===== src/rtl/vpwm_pkg.sv =====
package vpwm_pkg;

    typedef enum logic [1:0] {
        MODE_SPLIT   = 2'd0,
        MODE_TMR_PWM = 2'd1,
        MODE_WIDE    = 2'd2,
        MODE_VARPWM  = 2'd3
    } mode_e;

    // control word: [6:4] width select, [3] fine, [2] run, [1:0] mode
    typedef struct packed {
        logic [2:0] wsel;
        logic       fine;
        logic       run;
        mode_e      mode;
    } ctrl_t;

    localparam int CTRL_W = $bits(ctrl_t);

    localparam logic [1:0] ADDR_CTRL = 2'd0;
    localparam logic [1:0] ADDR_LO   = 2'd1;
    localparam logic [1:0] ADDR_HI   = 2'd2;
    localparam logic [1:0] ADDR_IRQ  = 2'd3;

endpackage


===== src/rtl/vpwm_regs.sv =====
module vpwm_regs
    import vpwm_pkg::*;
#(
    parameter int HALF_W = 8,
    localparam int CNT_W = 2 * HALF_W
) (
    input  logic              clk,
    input  logic              rst_n,
    input  logic              wr_en,
    input  logic [1:0]        wr_addr,
    input  logic [HALF_W-1:0] wr_data,
    input  logic [1:0]        rd_addr,
    input  logic [CNT_W-1:0]  cnt,
    input  logic              evt_lo,
    input  logic              evt_hi,
    output ctrl_t             ctrl,
    output logic [HALF_W-1:0] lmatch,
    output logic [HALF_W-1:0] hmatch,
    output logic              flag_lo,
    output logic              flag_hi,
    output logic [HALF_W-1:0] rd_data,
    output logic              irq
);

    typedef struct packed {
        ctrl_t             ctrl;
        logic [HALF_W-1:0] lm;
        logic [HALF_W-1:0] hm;
        logic              ien_lo;
        logic              ien_hi;
        logic              fl_lo;
        logic              fl_hi;
    } regs_t;

    regs_t q, d;
    logic  clr_lo, clr_hi;

    always_comb begin
        d      = q;
        clr_lo = 1'b0;
        clr_hi = 1'b0;
        if (wr_en) begin
            case (wr_addr)
                ADDR_CTRL: d.ctrl = ctrl_t'(wr_data[CTRL_W-1:0]);
                ADDR_LO:   d.lm   = wr_data;
                ADDR_HI:   d.hm   = wr_data;
                default: begin
                    d.ien_lo = wr_data[0];
                    d.ien_hi = wr_data[1];
                    clr_lo   = wr_data[2];
                    clr_hi   = wr_data[3];
                end
            endcase
        end
        // a new event in the same cycle outranks a software clear
        d.fl_lo = (q.fl_lo & ~clr_lo) | evt_lo;
        d.fl_hi = (q.fl_hi & ~clr_hi) | evt_hi;
    end

    always_ff @(posedge clk) begin
        if (!rst_n) q <= '0;
        else        q <= d;
    end

    always_comb begin
        case (rd_addr)
            ADDR_CTRL: rd_data = HALF_W'(q.ctrl);
            ADDR_LO:   rd_data = cnt[HALF_W-1:0];
            ADDR_HI:   rd_data = cnt[CNT_W-1:HALF_W];
            default:   rd_data = HALF_W'({q.fl_hi, q.fl_lo, q.ien_hi, q.ien_lo});
        endcase
    end

    assign ctrl    = q.ctrl;
    assign lmatch  = q.lm;
    assign hmatch  = q.hm;
    assign flag_lo = q.fl_lo;
    assign flag_hi = q.fl_hi;
    assign irq     = (q.fl_lo & q.ien_lo) | (q.fl_hi & q.ien_hi);

endmodule


===== src/rtl/vpwm_count.sv =====
module vpwm_count
    import vpwm_pkg::*;
#(
    parameter int HALF_W = 8,
    localparam int CNT_W = 2 * HALF_W,
    localparam int SH_W  = $clog2(CNT_W) + 1
) (
    input  logic              clk,
    input  logic              rst_n,
    input  ctrl_t             ctrl,
    input  logic [HALF_W-1:0] lmatch,
    input  logic [HALF_W-1:0] hmatch,
    input  logic              tick,
    input  logic              tick2x,
    output logic [CNT_W-1:0]  cnt,
    output logic [CNT_W-1:0]  mask,
    output logic              evt_lo,
    output logic              evt_hi,
    output logic              bound
);

    typedef struct packed {
        logic [CNT_W-1:0] cnt;
    } cnt_t;

    cnt_t              q, d;
    logic              step;
    logic [SH_W-1:0]   drop;
    logic [HALF_W-1:0] lo, hi, lo_nx, hi_nx;

    // W = HALF_W + 1 + wsel, clamped to the full count width
    always_comb begin
        if (SH_W'(ctrl.wsel) >= SH_W'(HALF_W - 1)) drop = '0;
        else drop = SH_W'(HALF_W - 1) - SH_W'(ctrl.wsel);
        mask = {CNT_W{1'b1}} >> drop;
    end

    assign step = ctrl.run & ((ctrl.fine & ctrl.mode[1]) ? tick2x : tick);
    assign lo   = q.cnt[HALF_W-1:0];
    assign hi   = q.cnt[CNT_W-1:HALF_W];

    always_comb begin
        d      = q;
        evt_lo = 1'b0;
        evt_hi = 1'b0;
        bound  = 1'b0;
        lo_nx  = lo;
        hi_nx  = hi;
        if (!ctrl.run) begin
            d.cnt = '0;
        end else if (step) begin
            case (ctrl.mode)
                MODE_SPLIT: begin
                    if (lo == lmatch) begin lo_nx = '0; evt_lo = 1'b1; end
                    else lo_nx = lo + 1'b1;
                    if (hi == hmatch) begin hi_nx = '0; evt_hi = 1'b1; end
                    else hi_nx = hi + 1'b1;
                    d.cnt = {hi_nx, lo_nx};
                end
                MODE_TMR_PWM: begin
                    if (lo == lmatch) begin lo_nx = '0; evt_lo = 1'b1; end
                    else lo_nx = lo + 1'b1;
                    hi_nx = hi + 1'b1;
                    if (hi == {HALF_W{1'b1}}) begin evt_hi = 1'b1; bound = 1'b1; end
                    d.cnt = {hi_nx, lo_nx};
                end
                MODE_WIDE: begin
                    if (q.cnt == {hmatch, lmatch}) begin d.cnt = '0; evt_hi = 1'b1; end
                    else d.cnt = q.cnt + 1'b1;
                end
                default: begin
                    if ((q.cnt & mask) == mask) begin
                        d.cnt  = '0;
                        evt_hi = 1'b1;
                        bound  = 1'b1;
                    end else begin
                        d.cnt = (q.cnt + 1'b1) & mask;
                    end
                end
            endcase
        end
    end

    always_ff @(posedge clk) begin
        if (!rst_n) q <= '0;
        else        q <= d;
    end

    assign cnt = q.cnt;

endmodule


===== src/rtl/vpwm_pwm.sv =====
module vpwm_pwm
    import vpwm_pkg::*;
#(
    parameter int HALF_W = 8,
    localparam int CNT_W = 2 * HALF_W
) (
    input  logic              clk,
    input  logic              rst_n,
    input  logic              run,
    input  mode_e             mode,
    input  logic [HALF_W-1:0] lmatch,
    input  logic [HALF_W-1:0] hmatch,
    input  logic [CNT_W-1:0]  cnt,
    input  logic [CNT_W-1:0]  mask,
    input  logic              bound,
    output logic [CNT_W-1:0]  duty,
    output logic              pwm_out
);

    typedef struct packed {
        logic [CNT_W-1:0] duty;
    } pwm_t;

    pwm_t q, d;

    // raw match pair is captured; width masking happens at the compare
    always_comb begin
        d = q;
        if (!run || bound) d.duty = {hmatch, lmatch};
    end

    always_ff @(posedge clk) begin
        if (!rst_n) q <= '0;
        else        q <= d;
    end

    always_comb begin
        case (mode)
            MODE_VARPWM:  pwm_out = run & (cnt < (q.duty & mask));
            MODE_TMR_PWM: pwm_out = run & (cnt[CNT_W-1:HALF_W] < q.duty[CNT_W-1:HALF_W]);
            default:      pwm_out = 1'b0;
        endcase
    end

    assign duty = q.duty;

endmodule


===== src/rtl/vpwm_timer.sv =====
module vpwm_timer
    import vpwm_pkg::*;
#(
    parameter int HALF_W = 8,
    localparam int CNT_W = 2 * HALF_W
) (
    input  logic              clk,
    input  logic              rst_n,
    input  logic              tick,
    input  logic              tick2x,
    input  logic              wr_en,
    input  logic [1:0]        wr_addr,
    input  logic [HALF_W-1:0] wr_data,
    input  logic [1:0]        rd_addr,
    output logic [HALF_W-1:0] rd_data,
    output logic              pwm_out,
    output logic              irq
);

    ctrl_t             ctrl;
    logic [HALF_W-1:0] lmatch, hmatch;
    logic [CNT_W-1:0]  cnt, mask, duty;
    logic              evt_lo, evt_hi, bound;
    logic              flag_lo, flag_hi;

    vpwm_regs #(.HALF_W(HALF_W)) u_regs (
        .clk     (clk),
        .rst_n   (rst_n),
        .wr_en   (wr_en),
        .wr_addr (wr_addr),
        .wr_data (wr_data),
        .rd_addr (rd_addr),
        .cnt     (cnt),
        .evt_lo  (evt_lo),
        .evt_hi  (evt_hi),
        .ctrl    (ctrl),
        .lmatch  (lmatch),
        .hmatch  (hmatch),
        .flag_lo (flag_lo),
        .flag_hi (flag_hi),
        .rd_data (rd_data),
        .irq     (irq)
    );

    vpwm_count #(.HALF_W(HALF_W)) u_count (
        .clk    (clk),
        .rst_n  (rst_n),
        .ctrl   (ctrl),
        .lmatch (lmatch),
        .hmatch (hmatch),
        .tick   (tick),
        .tick2x (tick2x),
        .cnt    (cnt),
        .mask   (mask),
        .evt_lo (evt_lo),
        .evt_hi (evt_hi),
        .bound  (bound)
    );

    vpwm_pwm #(.HALF_W(HALF_W)) u_pwm (
        .clk     (clk),
        .rst_n   (rst_n),
        .run     (ctrl.run),
        .mode    (ctrl.mode),
        .lmatch  (lmatch),
        .hmatch  (hmatch),
        .cnt     (cnt),
        .mask    (mask),
        .bound   (bound),
        .duty    (duty),
        .pwm_out (pwm_out)
    );

endmodule


===== config.mk =====
export PLATFORM = sky130hd
export DESIGN_NAME = vpwm_timer
export DESIGN_NICKNAME = d
export VERILOG_FILES = /design/src/rtl/vpwm_pkg.sv /design/src/rtl/vpwm_regs.sv /design/src/rtl/vpwm_count.sv /design/src/rtl/vpwm_pwm.sv /design/src/rtl/vpwm_timer.sv
export SDC_FILE = /design/constraint.sdc
export NUM_CORES = 1
export LEC_CHECK = 0
export ABC_CLOCK_PERIOD_IN_PS = 4550
export BUFFER_PORTS_ARGS = -buffer_cell sky130_fd_sc_hd__buf_2
export CAP_MARGIN = 20
export CORE_MARGIN = 2
export CORE_UTILIZATION = 64
export DETAILED_ROUTE_END_ITERATION = 6
export GPL_TIMING_DRIVEN = 0
export MAX_ROUTING_LAYER = met4
export PLACE_DENSITY = 0.91
export SKIP_LAST_GASP = 1
export SLEW_MARGIN = 20
export SYNTH_ARGS = -nofsm -noshare
export SYNTH_HDL_FRONTEND = slang
export SYNTH_HIERARCHICAL = 1
export SYNTH_SLANG_ARGS = --single-unit

===== constraint.sdc =====
create_clock -name clk -period 4.55 [get_ports clk]
set_clock_uncertainty 0.2 [all_clocks]
set_input_delay 0.455 -clock clk [delete_from_list [all_inputs] [get_ports clk]]
set_output_delay 0.455 -clock clk [all_outputs]
set_load 0.05 [all_outputs]

==> key figures <==
Place
  – Dpl ws: 1.52 ns
  – Routability Congestion: 0.957
  – DP HPWL: 8.96 mm
  – DP Area: 4490 um^2
  – Port Buf Inserts: 24

Routing
  – Final ANT Viol Nets: 0
  – Routed WL: 11.6 mm
  – DR iter-0 viols: 359
  – WL/cell: 17.8 um
  – First-pass detailed-route iteration total: 6
  – Vias per cell: 6.23
  – Post-route DRC: 0
  – Vias: 4076

Cells and area
  – Multi-input gate area: 2590 um^2
  – Inserted Diodes: 0
  – Layout cells sized above 1: 20.3%
  – P&R area growth vs syn: 10.6%
  – # fillers: 482
  – NumNets Final: 613
  – Design area: 4690 um^2
  – Reg area: 1180 um^2

Critical path
  – Req. time, crit path: 3.89 ns
  – Crit start category: flop
  – Crit-path max cell delay: 0.35 ns
  – Crit. End Element: primary output
  – Critical path, cell by cell: buf_4 -> buf_4 -> nor2_1 -> nand2_1 -> nand2_1 -> ha_1 -> a21oi_1 -> o21ai_0 -> a21oi_1 -> o211ai_1 -> o21ai_2 -> buf_2
  – Arrival @ worst endpoint: 2.49 ns
  – Kind of critical path: reg -> out
  – Worst-path cell with the longest stage delay: dfxtp_1
  – Crit Path Max Fanout: 10

Outcome
  – Status: finished clean

Clock tree
  – Max clock buf depth: 2
  – Post-CTS Setup Bufs: 0
  – Clk pin slew, worst setup/hold paths: 0.07 ns
  – Hold-fix buffers, CTS: 0
  – CTS tree: yes
  – Clk_lat worst skew: 0.35 ns
  – Clock tree sinks: 59
  – CTS buffer count: 9
  – Clock Root Buffer: clkbuf_8
  – H-tree depth: 3
  – Gates resized, CTS repair: 0

Floorplanning
  – Starting Density: 66.5%
  – Die ar.: 7300 um^2
  – Die width: 85.4 um
  – Rows: 29
  – Io pins: 27
  – Die Span Y: 85.4 um
  – Area of the core: 6390 um^2

Logic synthesis
  – EDFF count, synth: 0
  – Most used DFF post-synth: dfxtp_1
  – Async set-reset flop share out of synthesis: 0%
  – Synth Instances: 529
  – Synthesized area per cell: 8.02 um^2
  – Synthesized cell area: 4240 um^2
  – Synth cell types: 55
  – Yosys warning total: 6
  – Sequential cell area fraction in the yosys report: 27.8%
  – Yosys reg bits: 59

GRT
  – Vias in the first global route: 3955
  – Met3 Track Usage GR: 4.86%
  – Largest net degree at the start of global routing: 12
  – First-pass GRT wire length: 18.8 mm
  – Initial antenna violation count: 0
  – Most crowded layer after global routing: met2
  – Grt met2 use: 55.4%
  – Grt met1 use: 39.9%
  – Global route total overflow: 0
  – GRT Overall Usage: 34.1%

Timing
  – Final setup viols: 0
  – Post-route worst setup slack: 1.40 ns
  – Fmax achieved: 0.318 GHz
  – RSZ-0062 raised after global routing: no
  – Min cycle time layout: 3.15 ns
  – Fin. Hold Viols: 0
  – Headroom to the max-slew limit: 53.4%
  – Part of the cycle the worst path needs: 69.2%
  – Setup TNS: 0 ns
  – Max Slew Vio Count: 0
  – Worst Tran Pin Value: 0.692 ns

Worst hold path
  – Hold Crit Class: in -> reg

Job
  – MaxCap Viol Count: 0

Pwr
  – Pwr dens: 249 nW/um^2
  – Design Power: 1.17 mW
  – Max rail drop VDD: 0.220 mV
  – Leak: 2.02 nW
-- where the power goes --
part           switching [mW]  internal [mW]  leakage [nW]
clock                   0.224          0.267         0.102
combinational          0.0847         0.0588          1.44
sequential            0.00824          0.527         0.478
-- kinds of logic after synthesis --
| group | count (synthesis) | synth area share (%) |
|---|---|---|
| and+or+nand+nor | 199 | 22.7 |
| AOI/OAI and AO/OA | 113 | 18.1 |
| buffers and inverters | 83 | 11.8 |
| DFF | 59 | 27.8 |
| muxes | 32 | 8.73 |
| adders and majority gates | 24 | 7.08 |
| xor gates and xnor gates | 18 | 3.71 |
| other | 1 | 0.0884 |
-- cells in the final DEF, fill, tap and decap left out, types with 11 or more instances in the layout --
master	n
and3_1	11
xor2_1	17
nor2_1	19
mux2i_1	28
ha_1	24
nand2_1	109
o21ai_0	22
dfxtp_1	59
inv_1	19
nand3_1	17
a21oi_1	26
buf_4	39
buf_2	39
-- final cells by class --
type	instances	area share (%)
Clock inverter	6	1.39
Timing Repair Buffer	24	2.56
Sequential cell	59	25.2
Multi-Input combinational cell	395	55.3
Buffer	64	9.12
Clock buffer	10	2.93
Tap cell	77	2.05
Inverter	19	1.52
-- metal layers --
metal / wire length, um / up-vias
li1: - / 1912
met1: 4680 / 1906
met2: 5570 / 203
met3: 870 / 55
met4: 525 / 0
met5: 0 / -
-- Yosys cell counts, drive strengths merged (5+ instances only) --
cell	n	share of area [%]
a31oi	5	0.74
a21boi	17	3.0
nor4	9	1.8
nor3	5	0.59
nand2	109	9.6
clkbuf	7	0.62
ha	24	7.1
buf	57	9.5
nand4	8	1.5
o21ai	23	2.8
o22ai	9	1.3
inv	19	1.7
xor2	17	3.5
a21oi	27	3.3
mux2i	28	6.6
nand3	18	2.4
dfxtp	59	28
and3	11	1.6
nor2	19	1.7
-- path summary, 6_finish.rpt --
path | startpoint | end | slack (ns) | depth (start not counted)
setup / recovery | u_regs/ctrl[6] | pwm_out | 1.40 | 12
hold / removal | wr_data[2] | u_regs/flag_lo | 0.09 | 2
setup reg to reg | u_count/cnt[0] | u_pwm/duty[3] | 1.46 | 11
hold reg to reg | u_pwm/duty[0] | u_pwm/duty[0] | 0.25 | 2
-- per-stage QoR --
| step | hold WS [ns] | instances | util (%) |
|---|---|---|---|
| after CTS | 0.0894 | 654 | 73.5 |
| after global placement | 0.236 | 638 | 70.3 |
| after floorplan | 0.226 | 537 | - |
| after detailed placement | 0.244 | 638 | 70.3 |
| final | 0.0947 | 654 | 73.5 |
| after global routing | 0.105 | 654 | 73.5 |
-- state kept, by name, indices dropped and copies added, names as in the netlist --
signal	count
u_regs/flag_hi	1
u_pwm/duty	16
u_regs/flag_lo	1
u_regs/hmatch	8
u_count/cnt	16
u_regs/q	2
u_regs/lmatch	8
u_regs/ctrl	7
-- worst max-delay path: cells and delay by family (launching register included) --
family / cells / cell delay, ns
buf+inv: 3 / 0.58
compound gates: 5 / 0.57
simple gates: 3 / 0.42
fa+ha+maj: 1 / 0.24
flops: 1 / 0.35
Note: power is estimated with default switching activity, not from simulation.
